`src/rtl/mon_pkg.sv`:
```
package mon_pkg;

  typedef enum logic [1:0] {
    SEQ_OFF,
    SEQ_INTAKE,
    SEQ_BREAK,
    SEQ_CMD
  } seq_e;

  typedef enum logic [1:0] {
    RX_IDLE,
    RX_START,
    RX_DATA,
    RX_STOP
  } rx_e;

endpackage

```
`src/rtl/mon_entry_latch.sv`:
```
module mon_entry_latch (
  input  logic clk,
  input  logic rst,
  input  logic rise,
  input  logic vec_erased,
  input  logic irq_hv,
  input  logic irq_level,
  input  logic mode_sel,
  output logic grant,
  output logic mon_q,
  output logic fast_q
);

  logic case_a, case_b, case_c;

  // high voltage implies a high pin; a flag with a low pin is rejected
  assign case_a = !vec_erased && irq_hv && irq_level && !mode_sel;
  assign case_b = !vec_erased && irq_hv && irq_level &&  mode_sel;
  assign case_c =  vec_erased && !irq_hv;
  assign grant  = case_a || case_b || case_c;

  always_ff @(posedge clk) begin
    if (rst) begin
      mon_q  <= 1'b0;
      fast_q <= 1'b0;
    end else if (rise) begin
      mon_q  <= grant;
      fast_q <= case_b || case_c;
    end
  end

endmodule

```
`src/rtl/mon_rx.sv`:
```
module mon_rx
  import mon_pkg::*;
#(
  parameter int CW     = 11,
  parameter int DATA_W = 8
) (
  input  logic              clk,
  input  logic              rst,
  input  logic              en,
  input  logic              line_q,
  input  logic [CW-1:0]     bit_cyc,
  output logic              valid_o,
  output logic [DATA_W-1:0] data_o
);

  localparam int BW = $clog2(DATA_W);

  rx_e               st;
  logic [CW-1:0]     cyc;
  logic [BW-1:0]     bitn;
  logic [DATA_W-1:0] shreg;
  logic [CW-1:0]     half_cyc;
  logic              cyc_end;

  assign half_cyc = bit_cyc >> 1;
  assign cyc_end  = (cyc == bit_cyc - CW'(1));

  always_ff @(posedge clk) begin
    if (rst || !en) begin
      st      <= RX_IDLE;
      cyc     <= '0;
      bitn    <= '0;
      shreg   <= '0;
      valid_o <= 1'b0;
      data_o  <= '0;
    end else begin
      valid_o <= 1'b0;
      case (st)
        RX_IDLE: begin
          cyc <= '0;
          if (!line_q) st <= RX_START;
        end
        RX_START: begin
          if (cyc == half_cyc - CW'(1)) begin
            cyc  <= '0;
            bitn <= '0;
            st   <= line_q ? RX_IDLE : RX_DATA;
          end else begin
            cyc <= cyc + CW'(1);
          end
        end
        RX_DATA: begin
          if (cyc_end) begin
            cyc   <= '0;
            shreg <= {line_q, shreg[DATA_W-1:1]};
            if (bitn == BW'(DATA_W - 1)) st <= RX_STOP;
            else                         bitn <= bitn + BW'(1);
          end else begin
            cyc <= cyc + CW'(1);
          end
        end
        RX_STOP: begin
          if (cyc_end) begin
            cyc <= '0;
            st  <= RX_IDLE;
            if (line_q) begin
              valid_o <= 1'b1;
              data_o  <= shreg;
            end
          end else begin
            cyc <= cyc + CW'(1);
          end
        end
        default: st <= RX_IDLE;
      endcase
    end
  end

endmodule

```
`src/rtl/mon_brk_tx.sv`:
```
module mon_brk_tx #(
  parameter int CW       = 11,
  parameter int BRK_BITS = 10
) (
  input  logic          clk,
  input  logic          rst,
  input  logic          abort,
  input  logic          start,
  input  logic [CW-1:0] bit_cyc,
  output logic          pd_o,
  output logic          done_o
);

  localparam int BW = $clog2(BRK_BITS + 1);

  logic          busy;
  logic [CW-1:0] cyc;
  logic [BW-1:0] bits;

  always_ff @(posedge clk) begin
    if (rst || abort) begin
      busy   <= 1'b0;
      cyc    <= '0;
      bits   <= '0;
      pd_o   <= 1'b0;
      done_o <= 1'b0;
    end else begin
      done_o <= 1'b0;
      if (start) begin
        busy <= 1'b1;
        pd_o <= 1'b1;
        cyc  <= '0;
        bits <= '0;
      end else if (busy) begin
        if (cyc == bit_cyc - CW'(1)) begin
          cyc <= '0;
          if (bits == BW'(BRK_BITS - 1)) begin
            busy   <= 1'b0;
            pd_o   <= 1'b0;
            done_o <= 1'b1;
          end else begin
            bits <= bits + BW'(1);
          end
        end else begin
          cyc <= cyc + CW'(1);
        end
      end
    end
  end

endmodule

```
`src/rtl/mon_handshake.sv`:
```
module mon_handshake
  import mon_pkg::*;
#(
  parameter int BIT_CYC_4M = 556,
  parameter int BIT_CYC_8M = 1111,
  parameter int NUM_SEC    = 8,
  parameter int BRK_BITS   = 10,
  parameter int DATA_W     = 8,
  localparam int IW        = $clog2(NUM_SEC)
) (
  input  logic              clk,
  input  logic              rst,
  input  logic              rst_pin_n,
  input  logic              irq_hv,
  input  logic              irq_level,
  input  logic              mode_sel,
  input  logic              vec_erased,
  input  logic              line_in,
  output logic              mon_mode,
  output logic              line_pd,
  output logic              clk_div_sel,
  output logic [DATA_W-1:0] sec_data,
  output logic              sec_valid,
  output logic [IW-1:0]     sec_idx,
  output logic              cmd_ready
);

  localparam int MAXC = (BIT_CYC_8M > BIT_CYC_4M) ? BIT_CYC_8M : BIT_CYC_4M;
  localparam int CW   = $clog2(MAXC + 1);

  seq_e              st;
  logic              pin_q, line_q, rise, grant;
  logic [CW-1:0]     bit_cyc;
  logic [IW-1:0]     cnt;
  logic              rx_valid, tx_start, tx_done;
  logic [DATA_W-1:0] rx_data;

  always_ff @(posedge clk) begin
    if (rst) begin
      pin_q  <= 1'b1;
      line_q <= 1'b1;
    end else begin
      pin_q  <= rst_pin_n;
      line_q <= line_in;
    end
  end

  assign rise    = rst_pin_n && !pin_q;
  assign bit_cyc = clk_div_sel ? CW'(BIT_CYC_8M) : CW'(BIT_CYC_4M);

  mon_entry_latch i_entry (
    .clk        (clk),
    .rst        (rst),
    .rise       (rise),
    .vec_erased (vec_erased),
    .irq_hv     (irq_hv),
    .irq_level  (irq_level),
    .mode_sel   (mode_sel),
    .grant      (grant),
    .mon_q      (mon_mode),
    .fast_q     (clk_div_sel)
  );

  mon_rx #(.CW(CW), .DATA_W(DATA_W)) i_rx (
    .clk     (clk),
    .rst     (rst),
    .en      ((st == SEQ_INTAKE) && rst_pin_n),
    .line_q  (line_q),
    .bit_cyc (bit_cyc),
    .valid_o (rx_valid),
    .data_o  (rx_data)
  );

  mon_brk_tx #(.CW(CW), .BRK_BITS(BRK_BITS)) i_tx (
    .clk     (clk),
    .rst     (rst),
    .abort   (!rst_pin_n),
    .start   (tx_start),
    .bit_cyc (bit_cyc),
    .pd_o    (line_pd),
    .done_o  (tx_done)
  );

  always_ff @(posedge clk) begin
    if (rst) begin
      st        <= SEQ_OFF;
      cnt       <= '0;
      sec_valid <= 1'b0;
      sec_data  <= '0;
      sec_idx   <= '0;
      tx_start  <= 1'b0;
      cmd_ready <= 1'b0;
    end else begin
      sec_valid <= 1'b0;
      tx_start  <= 1'b0;
      cmd_ready <= 1'b0;
      if (!rst_pin_n) begin
        st  <= SEQ_OFF;
        cnt <= '0;
      end else if (rise) begin
        st  <= grant ? SEQ_INTAKE : SEQ_OFF;
        cnt <= '0;
      end else begin
        case (st)
          SEQ_INTAKE: if (rx_valid) begin
            sec_valid <= 1'b1;
            sec_data  <= rx_data;
            sec_idx   <= cnt;
            if (cnt == IW'(NUM_SEC - 1)) begin
              st       <= SEQ_BREAK;
              tx_start <= 1'b1;
            end else begin
              cnt <= cnt + IW'(1);
            end
          end
          SEQ_BREAK: if (tx_done) begin
            st        <= SEQ_CMD;
            cmd_ready <= 1'b1;
          end
          default: ;
        endcase
      end
    end
  end

endmodule

```
`config.mk`:
```
export PLATFORM = sky130hd
export DESIGN_NAME = mon_handshake
export DESIGN_NICKNAME = d
export VERILOG_FILES = /design/src/rtl/mon_pkg.sv /design/src/rtl/mon_entry_latch.sv /design/src/rtl/mon_rx.sv /design/src/rtl/mon_brk_tx.sv /design/src/rtl/mon_handshake.sv
export SDC_FILE = /design/constraint.sdc
export NUM_CORES = 1
export LEC_CHECK = 0
export ABC_AREA = 1
export BUFFER_PORTS_ARGS = -buffer_cell sky130_fd_sc_hd__buf_2
export CORE_MARGIN = 3
export CORE_UTILIZATION = 60
export DETAILED_ROUTE_END_ITERATION = 6
export PLACE_DENSITY = 0.86
export SLEW_MARGIN = 10
export SYNTH_ARGS = -nofsm -noshare
export SYNTH_HDL_FRONTEND = slang
export SYNTH_SLANG_ARGS = --single-unit
```
`constraint.sdc`:
```
create_clock -name clk -period 3.2 [get_ports clk]
set_input_delay 0.16 -clock clk [delete_from_list [all_inputs] [get_ports clk]]
set_output_delay 0.16 -clock clk [all_outputs]
set_load 0.03 [all_outputs]
```
==> flow_summary.yaml, run 1 <==
status:
  outcome: "complete, no violations"
sta:
  fmax_mhz: 490
  worst_pin_slew_ns: 0.527
  min_period_over_period: 0.638
  fin_crit_ns: 2.04
  skew_ns: 0.00871
  setup_viol: 0
  setup_tns_ns: 0
  drv_slew: 0
  relSlewSlack: 0.647
  rsz0062_at_grt: "no"
  hold_viol_final: 0
cts:
  clock_path_buffers: 2
  cts_tree: "built"
  htreeDepth: 3
  clkSinkCount: 74
  cts.clk_slew.worst_paths_ns: 0.08
  post_cts_buffers: 0
  numCtsBuffers: 9
  clk_latency_ns: 0.35
  cts-root-buf: "clkbuf_8"
power:
  p_per_area_nw_per_um2: 435
  ir_drop_mv: 0.401
  leakage_nw: 1.45
critical_path:
  critPathLaunchType: "register"
  arrival_ns: 2.28
  r2r_slack_ns: 1.16
  slowest_delay_ns: 0.59
  required_ns: 3.44
  endpoint_kind: "register"
  slowest_stage: "dfxtp_1"
  worstPathMaxFanout: 15
  cp.buffers_inverters: 2
  cp_top_family: "simple AND/OR/NAND/NOR gates"
  rr_endpoint: "i_rx.data_o[7]"
  r2r_cells: 9
  r2r_start: "i_entry.fast_q"
  crit_type: "reg2reg"
  path_cells: "inv_6 > o21ai_1 > nand2_1 > nor2_4 > nand2_4 > nor3_4 > inv_1 > o21ai_0 > nor2_1"
synth:
  synth.cell_area_um2: 3350
  synth_area_leaders: "dfxtp_1, nor2_1, nand2_1"
  yosysTopAreaCell: "dfxtp_1"
  synth_seq_area_share: 0.442
  synth.most_common_cell: "nor2_1"
  synthTopCellsByCount: "nor2_1, dfxtp_1, nand2_1"
  yosysTopAreaCellShare: 0.442
  synthFlopType: "dfxtp_1"
  yosys.cell_types.count: 36
  syn_inst: 449
  yosys_warnings: 0
  synth_edf_count: 0
  async_flop_share: 0
  synth_area_per_cell_um2: 7.47
  synth_seq_cells: 74
  syn-num-nets: 467
route:
  drc: 0
  ant_nets: 0
  routed_via_density: 5.23
  num_vias: 2872
  routedWlPerCell_um: 11.6
  drtIter0Drc: 162
  totalWireLength_um: 6370
  dr.pass1.iters: 5
placed_design:
  place_inst: 532
  numPortBuffers: 23
  place.gp.congestion: 0.916
  dp_hpwl_um: 4650
die:
  coreArea_um2: 5270
  die_h_um: 80.8
  num_io_pins: 24
  initial_core_util: 0.637
  die_area_um2: 6520
  die_w_um: 80.8
  rows: 26
layout:
  finalCoreUtilization: 0.700
  final_cells: 549
  area_growth_syn_to_layout_pct: 10.0
  fillers: 407
  drive_gt1_frac: 0.119
  n_antenna_cell: 0
  final_net_count: 492
global_route:
  antenna_found_initial: 0
  track_usage: 0.215
  first_global_vias: 2573
  grt_pass1_wl_um: 10900
  grt.overflow.total: 0
  grt_max_degree: 16
min_path:
  hold_path_depth: 3
  hold_path.class: "in2reg"
  hold_start: "rst_pin_n"
  hold_end: "pin_q"
flow_run:
  cap_violations: 0
-- what timing repair did --
action,4_1_cts,5_1_grt
setup endpoints to repair,0,0
gates resized for setup,0,0
hold buffers,1,0
hold endpoints to repair,1,0
-- how the worst max path moves through the flow --
stage	end	startpoint	cells after the start
6_report	i_rx.data_o[7]	i_entry.fast_q	9
5_1_grt	i_rx.data_o[7]	i_entry.fast_q	9
3_3_place_gp	i_rx.data_o[2]	i_entry.fast_q	9
4_1_cts	i_rx.data_o[7]	i_entry.fast_q	9
3_5_place_dp	i_rx.data_o[7]	i_entry.fast_q	9
2_1_floorplan	i_rx.data_o[5]	i_entry.fast_q	10
-- placed cells by master (no fill, tap or decap), types with 2 or more instances in the layout --
cell type,synthesis,routed
nor3b_1,6,6
a211oi_2,2,2
inv_2,3,3
ha_1,10,10
clkbuf_8,0,10
buf_2,3,23
o21ai_1,5,5
inv_6,1,2
inv_1,60,60
a211oi_1,4,4
nor3_1,8,8
nor2_4,3,3
nand3_1,16,16
nor2_1,79,79
nor3_4,2,2
xor2_1,10,10
dfxtp_1,74,74
a21oi_1,27,27
xnor2_1,3,3
nor4_1,3,3
nand2_1,74,74
nand3_2,2,2
clkinvlp_4,0,4
nand4_1,7,7
o21ai_0,29,29
or2_2,2,2
-- cells by family after synthesis --
logic type | count (synthesis) | synth area share
buffers and inverters | 74 | 0.0899
AND/OR/NAND/NOR | 207 | 0.280
adder cells (fa/ha/maj) | 10 | 0.0373
flip-flops | 74 | 0.442
AO/OA/AOI/OAI | 71 | 0.117
XOR/XNOR | 13 | 0.0339
-- report_power, final --
part | internal, mW | switching (mW)
Combinational | 0.0105 | 0.0218
Sequential | 0.922 | 0.00211
Clock | 0.305 | 0.345
Total | 1.24 | 0.369
-- metal layers --
layer	vias up	wire length, um	track usage
met5	-	0	0
met4	0	109	0.0861
met3	12	322	0.0654
met2	80	3030	0.363
met1	1294	2910	0.256
li1	1486	-	-
-- worst reg2reg max path, delay by kind of cell, from the launching register on --
kind | cells | cell delay (ns)
simple gates | 5 | 0.78
flops | 1 | 0.59
compound gates | 2 | 0.35
buf+inv | 2 | 0.21
-- registers in the layout, summed over array words and instances (netlist names), 2 cells and up, named ones only --
| signal | count |
|---|---|
| i_tx.bits | 4 |
| i_rx.data_o | 8 |
| i_tx.cyc | 11 |
| i_rx.cyc | 11 |
| i_rx.shreg | 8 |
| sec_data | 8 |
| st | 2 |
| i_rx.bitn | 3 |
| sec_idx | 3 |
| cnt | 3 |
-- through the flow --
stage / setup WS, ns / hold WS, ns / cell area, um^2 / total power, mW
3_3_place_gp: 1.33 / 0.369 / 3500 / 0.976
6_report: 1.16 / 0.0278 / 3690 / 1.61
5_1_grt: 0.969 / 0.0166 / 3690 / 1.68
2_1_floorplan: 1.50 / 0.229 / 3350 / 0.966
4_1_cts: 1.15 / 0.00540 / 3690 / 1.63
3_5_place_dp: 1.18 / 0.376 / 3500 / 0.977
-- area by class of cell --
| cell class | instances | area (um^2) | share of cell area |
|---|---|---|---|
| Timing Repair Buffer | 24 | 125 | 0.0339 |
| Clock buffer | 11 | 141 | 0.0383 |
| Multi-Input combinational cell | 301 | 1570 | 0.426 |
| Sequential cell | 74 | 1480 | 0.401 |
| Clock inverter | 5 | 38.8 | 0.0105 |
| Inverter | 64 | 245 | 0.0664 |
| Tap cell | 70 | 87.6 | 0.0237 |
Power figures use the tool's default switching activity.
==> inputs of run 2 (changes only) <==
CORE_UTILIZATION = 59   (was 60)
PLACE_DENSITY = 0.85   (was 0.86)
clock period = 2 ns   (was 3.2 ns; I/O delays follow)
==> flow_summary.yaml, run 2 (synthesized netlist as in run 1, its figures left out) <==
status:
  outcome: "complete, no violations"
layout:
  fillers: 407
  n_antenna_cell: 0
  final_cell_mix: "nor2_1, nand2_1, dfxtp_1, inv_1, o21ai_0"
  drive_gt1_frac: 0.130
  reg_top3: "i_rx.cyc: 11 flops, i_tx.cyc: 11 flops"
  final_net_count: 499
  final_common_cell: "nor2_1"
  area_growth_syn_to_layout_pct: 13.0
power:
  p_per_area_nw_per_um2: 747
  leakage_nw: 1.52
  ir_drop_mv: 0.545
  p_total_mw: 2.83
cts:
  cts.clk_slew.worst_paths_ns: 0.08
  clock_path_buffers: 2
  cts_tree: "built"
  post_cts_buffers: 0
  clk_latency_ns: 0.35
  numCtsBuffers: 9
  htreeDepth: 3
  clkSinkCount: 74
  cts-root-buf: "clkbuf_8"
sta:
  hold_viol_final: 0
  relSlewSlack: 0.706
  fmax_mhz: 555
  setup_tns_ns: 0
  skew_ns: 0.00968
  rsz0062_at_grt: "no"
  fin_crit_ns: 1.80
  min_period_over_period: 0.901
  setup_viol: 0
  drv_slew: 0
  worst_pin_slew_ns: 0.440
critical_path:
  endpoint_kind: "register"
  arrival_ns: 2.09
  worstPathMaxFanout: 11
  r2r_slack_ns: 0.20
  required_ns: 2.29
  rr_endpoint: "i_tx.bits[2]"
  crit_type: "reg2reg"
  r2r_start: "i_entry.fast_q"
  r2r_cells: 10
  critPathLaunchType: "register"
route:
  num_vias: 2808
  routedWlPerCell_um: 11.5
  totalWireLength_um: 6410
  drtIter0Drc: 136
  ant_nets: 0
  dr.pass1.iters: 4
  drc: 0
  routed_via_density: 5.05
global_route:
  grt_max_degree: 15
  grt.overflow.total: 0
  first_global_vias: 2642
  antenna_found_initial: 0
  track_usage: 0.218
  grt_pass1_wl_um: 11300
min_path:
  hold_path_depth: 3
  hold_path.class: "in2reg"
  hold_end: "i_entry.fast_q"
  hold_start: "mode_sel"
die:
  die_h_um: 81.4
  rows: 26
  num_io_pins: 24
  die_w_um: 81.4
  coreArea_um2: 5300
  die_area_um2: 6630
  initial_core_util: 0.633
placed_design:
  numPortBuffers: 23
  place.gp.congestion: 0.855
  dp_hpwl_um: 4510
flow_run:
  cap_violations: 0
run 2: what timing repair did:
action / CTS / global route
hold buffers: 3 / 0
gates resized for setup: 0 / 0
hold endpoints to repair: 4 / 0
run 2: layer usage:
layer	share of wire	global-route usage
met5	0	0
met4	0.021	0.103
met3	0.034	0.0421
met2	0.47	0.361
met1	0.48	0.270
run 2: critical path: stages (launching register included):
cell and delay (ns):
dfxtp_1 0.58, inv_6 0.09, nor2_1 0.10, nand2_1 0.05
o21ai_1 0.07, inv_1 0.08, nor3_4 0.23, nand3_2 0.17
o21ai_1 0.20, nand2_1 0.09, nor2_1 0.09
run 2: worst max path at each step:
stage	start	slack, ns	depth (start not counted)	end
CTS	i_entry.fast_q	0.21	10	i_tx.bits[2]
global route	i_entry.fast_q	0.04	10	i_tx.bits[2]
finish	i_entry.fast_q	0.20	10	i_tx.bits[2]
global placement	i_entry.fast_q	0.31	9	i_tx.cyc[3]
floorplan	i_entry.fast_q	0.30	10	i_rx.data_o[5]
detailed placement	i_entry.fast_q	0.24	10	i_tx.bits[2]
run 2: metrics by stage:
step                instances  utilization  cell area [um^2]  hold WS (ns)  setup WS (ns)
finish                    556        0.715              3790         0.136          0.199
global route              556        0.715              3790         0.157         0.0448
CTS                       556        0.715              3790         0.121          0.212
detailed placement        537        0.667              3540         0.315          0.241
global placement          537        0.667              3540         0.311          0.309
floorplan                 449            -              3350         0.169          0.301
run 2: final cells by class:
type,count,area [um^2],area share
timing repair buffer,31,183,0.0482
multi-input combinational,301,1570,0.415
sequential,74,1480,0.391
clock buffer,9,124,0.0327
inverter,64,245,0.0647
clock inverter,7,98.8,0.0261
tap,70,87.6,0.0231
run 2: report_power, final:
part           internal [mW]  switching [mW]
Sequential              1.48         0.00294
Clock                  0.713           0.586
Combinational         0.0195          0.0359
